===== src/rtl/gpio_pkg.sv =====
package gpio_pkg;
  typedef enum logic [1:0] {
    PIN_LISTEN = 2'd0,
    PIN_PUSH   = 2'd1,
    PIN_DRAIN  = 2'd2
  } pin_mode_e;

  function automatic pin_mode_e decode_mode(input logic drive, input logic kind);
    if (!drive)    return PIN_LISTEN;
    else if (kind) return PIN_DRAIN;
    else           return PIN_PUSH;
  endfunction
endpackage


===== src/rtl/gpio_cfg_regs.sv =====
module gpio_cfg_regs #(
  parameter int NUM_PINS = 7,
  parameter int ADDR_W   = 8,
  parameter int DATA_W   = 8,
  parameter logic [ADDR_W-1:0] DIR_ADDR = 8'h2C,
  parameter logic [ADDR_W-1:0] CFG_ADDR = 8'h2D
) (
  input  logic                clk,
  input  logic                rst,
  input  logic                wr,
  input  logic                rd,
  input  logic [ADDR_W-1:0]   addr,
  input  logic [DATA_W-1:0]   wdata,
  output logic [DATA_W-1:0]   rdata,
  output logic [NUM_PINS-1:0] dir_q,
  output logic [NUM_PINS-1:0] cfg_q
);
  localparam int PAD_W = DATA_W - NUM_PINS;

  logic hit_dir, hit_cfg;
  logic [NUM_PINS-1:0] sel_val;

  assign hit_dir = (addr == DIR_ADDR);
  assign hit_cfg = (addr == CFG_ADDR);

  always_comb begin
    if (hit_dir)      sel_val = dir_q;
    else if (hit_cfg) sel_val = cfg_q;
    else              sel_val = '0;
  end

  always_ff @(posedge clk) begin
    if (rst) begin
      dir_q <= '0;
      cfg_q <= '1;
    end else if (wr) begin
      if (hit_dir) dir_q <= wdata[NUM_PINS-1:0];
      if (hit_cfg) cfg_q <= wdata[NUM_PINS-1:0];
    end
  end

  always_ff @(posedge clk) begin
    if (rst)     rdata <= '0;
    else if (rd) rdata <= {{PAD_W{1'b0}}, sel_val};
    else         rdata <= '0;
  end

  // a direction write lands in the register
  assert_dir_write_R2: assert property (@(posedge clk) disable iff (rst)
    (wr && addr == DIR_ADDR) |=> (dir_q == $past(wdata[NUM_PINS-1:0])));

  // a polarity/type write lands in the register
  assert_cfg_write_R3: assert property (@(posedge clk) disable iff (rst)
    (wr && addr == CFG_ADDR) |=> (cfg_q == $past(wdata[NUM_PINS-1:0])));

  // writes elsewhere leave both registers alone
  assert_unmapped_write_R4: assert property (@(posedge clk) disable iff (rst)
    (wr && addr != DIR_ADDR && addr != CFG_ADDR) |=> ($stable(dir_q) && $stable(cfg_q)));

  // no read strobe gives zero read data
  assert_idle_rdata_R10: assert property (@(posedge clk) disable iff (rst)
    !rd |=> (rdata == '0));
endmodule


===== src/rtl/gpio_pad_drive.sv =====
module gpio_pad_drive
  import gpio_pkg::*;
#(
  parameter int NUM_PINS = 7
) (
  input  logic                clk,
  input  logic                rst,
  input  logic [NUM_PINS-1:0] dir_q,
  input  logic [NUM_PINS-1:0] cfg_q,
  input  logic [NUM_PINS-1:0] data,
  output logic [NUM_PINS-1:0] pad_out,
  output logic [NUM_PINS-1:0] pad_oe
);
  for (genvar i = 0; i < NUM_PINS; i++) begin : g_pin
    pin_mode_e mode;
    assign mode = decode_mode(dir_q[i], cfg_q[i]);

    always_ff @(posedge clk) begin
      if (rst) begin
        pad_out[i] <= 1'b0;
        pad_oe[i]  <= 1'b0;
      end else begin
        unique case (mode)
          PIN_PUSH: begin
            pad_out[i] <= data[i];
            pad_oe[i]  <= 1'b1;
          end
          PIN_DRAIN: begin
            pad_out[i] <= 1'b0;
            pad_oe[i]  <= ~data[i];
          end
          default: begin
            pad_out[i] <= 1'b0;
            pad_oe[i]  <= 1'b0;
          end
        endcase
      end
    end
  end

  // a listening pin never enables its driver
  assert_listen_no_drive_R6: assert property (@(posedge clk) disable iff (rst)
    ((pad_oe & ~$past(dir_q)) == '0));

  // a push-pull output always enables its driver
  assert_push_enabled_R7: assert property (@(posedge clk) disable iff (rst)
    (((~pad_oe) & $past(dir_q & ~cfg_q)) == '0));

  // an open-drain output never drives a high level
  assert_drain_never_high_R8: assert property (@(posedge clk) disable iff (rst)
    ((pad_out & $past(dir_q & cfg_q)) == '0));
endmodule


===== src/rtl/gpio_in_norm.sv =====
module gpio_in_norm #(
  parameter int NUM_PINS = 7
) (
  input  logic                clk,
  input  logic                rst,
  input  logic [NUM_PINS-1:0] dir_q,
  input  logic [NUM_PINS-1:0] cfg_q,
  input  logic [NUM_PINS-1:0] pin_in,
  output logic [NUM_PINS-1:0] in_value
);
  for (genvar i = 0; i < NUM_PINS; i++) begin : g_pin
    always_ff @(posedge clk) begin
      if (rst)           in_value[i] <= 1'b0;
      else if (dir_q[i]) in_value[i] <= 1'b0;
      else               in_value[i] <= cfg_q[i] ? pin_in[i] : ~pin_in[i];
    end
  end

  // output pins report no input
  assert_output_quiet_R9: assert property (@(posedge clk) disable iff (rst)
    ((in_value & $past(dir_q)) == '0));
endmodule


===== src/rtl/gpio_port_ctrl.sv =====
module gpio_port_ctrl #(
  parameter int NUM_PINS = 7,
  parameter int ADDR_W   = 8,
  parameter int DATA_W   = 8,
  parameter logic [ADDR_W-1:0] DIR_ADDR = 8'h2C,
  parameter logic [ADDR_W-1:0] CFG_ADDR = 8'h2D
) (
  input  logic                clk,
  input  logic                rst,
  input  logic                bus_wr,
  input  logic                bus_rd,
  input  logic [ADDR_W-1:0]   bus_addr,
  input  logic [DATA_W-1:0]   bus_wdata,
  output logic [DATA_W-1:0]   bus_rdata,
  input  logic [NUM_PINS-1:0] out_data,
  input  logic [NUM_PINS-1:0] pin_in,
  output logic [NUM_PINS-1:0] pad_out,
  output logic [NUM_PINS-1:0] pad_oe,
  output logic [NUM_PINS-1:0] in_value
);
  logic [NUM_PINS-1:0] dir_q, cfg_q;

  gpio_cfg_regs #(
    .NUM_PINS(NUM_PINS), .ADDR_W(ADDR_W), .DATA_W(DATA_W),
    .DIR_ADDR(DIR_ADDR), .CFG_ADDR(CFG_ADDR)
  ) u_regs (
    .clk(clk), .rst(rst), .wr(bus_wr), .rd(bus_rd), .addr(bus_addr),
    .wdata(bus_wdata), .rdata(bus_rdata), .dir_q(dir_q), .cfg_q(cfg_q)
  );

  gpio_pad_drive #(.NUM_PINS(NUM_PINS)) u_drive (
    .clk(clk), .rst(rst), .dir_q(dir_q), .cfg_q(cfg_q),
    .data(out_data), .pad_out(pad_out), .pad_oe(pad_oe)
  );

  gpio_in_norm #(.NUM_PINS(NUM_PINS)) u_norm (
    .clk(clk), .rst(rst), .dir_q(dir_q), .cfg_q(cfg_q),
    .pin_in(pin_in), .in_value(in_value)
  );

  // the spare read bits stay at zero
  assert_spare_bits_R4: assert property (@(posedge clk) disable iff (rst)
    (bus_rdata[DATA_W-1:NUM_PINS] == '0));
endmodule


===== config.mk =====
export PLATFORM = sky130hd
export DESIGN_NAME = gpio_port_ctrl
export DESIGN_NICKNAME = d
export VERILOG_FILES = /design/src/rtl/gpio_pkg.sv /design/src/rtl/gpio_cfg_regs.sv /design/src/rtl/gpio_pad_drive.sv /design/src/rtl/gpio_in_norm.sv /design/src/rtl/gpio_port_ctrl.sv
export SDC_FILE = /design/constraint.sdc
export NUM_CORES = 1
export LEC_CHECK = 0
export BUFFER_PORTS_ARGS = -buffer_cell sky130_fd_sc_hd__buf_2
export CAP_MARGIN = 20
export CORE_ASPECT_RATIO = 2
export CORE_MARGIN = 8
export CORE_UTILIZATION = 42
export DETAILED_ROUTE_END_ITERATION = 6
export GPL_ROUTABILITY_DRIVEN = 1
export PLACE_DENSITY = 0.84
export REMOVE_ABC_BUFFERS = 1
export SLEW_MARGIN = 20
export SYNTH_ARGS = -nofsm -noshare
export SYNTH_HDL_FRONTEND = slang
export SYNTH_SLANG_ARGS = --single-unit

===== constraint.sdc =====
create_clock -name clk -period 0.8 [get_ports clk]
set_input_delay 0 -clock clk [delete_from_list [all_inputs] [get_ports clk]]
set_output_delay 0 -clock clk [all_outputs]
set_load 0.02 [all_outputs]

==> results.cfg <==
[run_status]
status = completed

[detailed_routing]
viasPerCell = 4.60
drtPass1Iterations = 4
via_count = 1270
routed_wl_um = 3730
drcViolationCount = 0
routedWlPerCell_um = 13.5
drtIter0Drc = 22
ant_nets = 0

[clocking]
clk_pin_slew_ps = 80
cts_buffers = 5
cts_sinks = 42
htreeDepth = 2
clock_latency_ps = 290
root_buffer = clkbuf_8
cts_tree = yes
clockBufferDepth = 2

[grt]
grt_pass1_vias = 1354
grt_pass1_wl_um = 5980
antenna_found_initial = 0
grt_max_degree = 27
track_usage = 0.131
grt-ovfl-total = 0

[sta]
rsz0062_at_grt = yes
drv_slew = 0
finalSetupTns_ps = 0
period_share = 0.961
hold_violations = 0
period_minus_slack_ps = 769
max_freq_ghz = 1.30
timing.hold.ws_ps = 5.45
skew_ps = 5.71
setup_viol = 0

[worst_setup_path]
crit_buf_inv = 1
crit_path_end_kind = output port
arrival_ps = 770
cp_slowest_cell = dfxtp_1
cp_max_fo = 1
crit_type = register to output port
slowest_delay_ps = 350
worstSetupPathDepth = 1
critPathRequiredTime_ps = 800
crit_family = flip-flops
rr_startpoint = u_regs.cfg_q[5]
critPathLaunch = u_drive.pad_out[4]
path_cells = buf_6
reg2regPathDepth = 2
critPathLaunchType = register

[power]
clock_power_share = 0.395
p_sw_uw = 842
pwr-share-comb = 0.088
intPower_uw = 3250
sequentialPowerShare = 0.517
peakVddDrop_uv = 1240
cellPowerDensity_nw_per_um2 = 1810
fin_total_pwr_uw = 4090
switching_share = 0.206
p_leak_uw = 0.00106

[floorplanning]
core_area_um2 = 3530
die_y_um = 101
die-width_um = 58.4
dieArea_um2 = 5880
initial_utilization = 0.427
pin_count = 63
row_count = 31

[placed_design]
hpwl_um = 2600
io_buffers = 60
place_area_um2 = 1930
gp_congestion = 0.793

[logic_synthesis]
syn_area_um2 = 1510
muxShareOfSynthArea = 0.139
synth_top_cell_by_area = dfxtp_1
synth_area_leaders = dfxtp_1, mux2i_1, nand2b_1
synthXorXnorAreaFrac = 0.0407
syn_inst = 138
synth_top_family_by_area = simple AND/OR/NAND/NOR gates
synth_compound_area_frac = 0.0232
seq_area_frac_synth = 0.558
synthDistinctLibCells = 18
synth-simple-area-share = 0.211
syn_area_per_cell_um2 = 10.9
synth_top_area_share = 0.558
ys_ff_latch = 42
synth_warnings = 0
synth_adder_area_share = 0

[finish]
layout_common_cells = buf_2, dfxtp_1, mux2i_1, nor2_1, buf_4
fin_util = 0.641
diodes = 0
layout-drive-gt1-share = 0.405
nets = 260
design_area_um2 = 2260
area.growth.synth_to_final_pct = 50.1
layout_commonest_cell = buf_2

[hold_path]
holdCritStartpoint = pin_in[2]
whs_path_depth = 3
hold_class = input port to register

[run]
cap_violations = 0
-- path summary, 6_finish.rpt --
check | to | slack, ps
hold / removal | u_norm.in_value[2] | 5
setup / recovery | pad_out[4] | 30
hold reg to reg | u_norm.in_value[3] | 440
setup reg to reg | u_norm.in_value[5] | 40
-- synth_stat cells --
| library cell | number |
|---|---|
| a21oi_1 | 7 |
| and3b_1 | 1 |
| and4b_1 | 1 |
| buf_2 | 1 |
| buf_4 | 2 |
| buf_6 | 1 |
| clkbuf_1 | 2 |
| conb_1 | 1 |
| dfxtp_1 | 42 |
| mux2i_1 | 21 |
| nand2b_1 | 14 |
| nand4_2 | 1 |
| nand4b_1 | 1 |
| nor2_1 | 21 |
| nor3_1 | 7 |
| nor3b_1 | 7 |
| nor4b_4 | 1 |
| xor2_1 | 7 |
-- per-layer routing --
layer / wire length [um] / part of all wire / track usage
met1: 1370 / 0.37 / 0.124
met2: 1870 / 0.50 / 0.228
met3: 419 / 0.11 / 0.0665
met4: 63 / 0.017 / 0.0570
met5: 0 / 0 / 0
-- repair_timing --
item / in CTS / in global routing
buffers inserted: 0 / 1
pin swaps: 2 / 4
cloned: 0 / 0
hold endpoints to repair: 27 / 0
hold buffers: 15 / 0
resized for setup: 1 / 22
setup endpoints to repair: 4 / 22
-- kinds of logic after synthesis --
logic type,Yosys count
AOI/OAI and AO/OA,7
xor gates and xnor gates,7
muxes,21
other,1
buffers and inverters,6
and+or+nand+nor,54
DFF,42
-- final cells by class --
cell class,count,area [um^2]
Timing Repair Buffer,87,589
Fill cell,279,1270
Sequential cell,42,848
Clock inverter,1,30.0
Multi-Input combinational cell,90,658
Tap cell,49,61.3
Clock buffer,7,76.3
-- through the flow --
step | std cells | worst slack [ps]
4_1_cts | 275 | 2.80
3_3_place_gp | 252 | -268
3_5_place_dp | 252 | -340
5_1_grt | 276 | -18.9
6_report | 276 | 31.3
2_1_floorplan | 132 | -206
-- power groups by stage --
stage	Sequential (uW)	Clock [uW]	Combinational [uW]
after global placement	2160	0	283
after detailed placement	2160	0	289
final	2110	1620	360
after CTS	2110	1640	350
after global routing	2120	1720	391
after floorplan	2190	0	84.3
-- state kept, by name (all words and copies together), names as in the netlist --
register and cells:
u_regs.rdata 7, u_drive.pad_oe 7, u_drive.pad_out 7, u_norm.in_value 7, u_regs.dir_q 7, u_regs.cfg_q 7
Power figures use the tool's default switching activity.
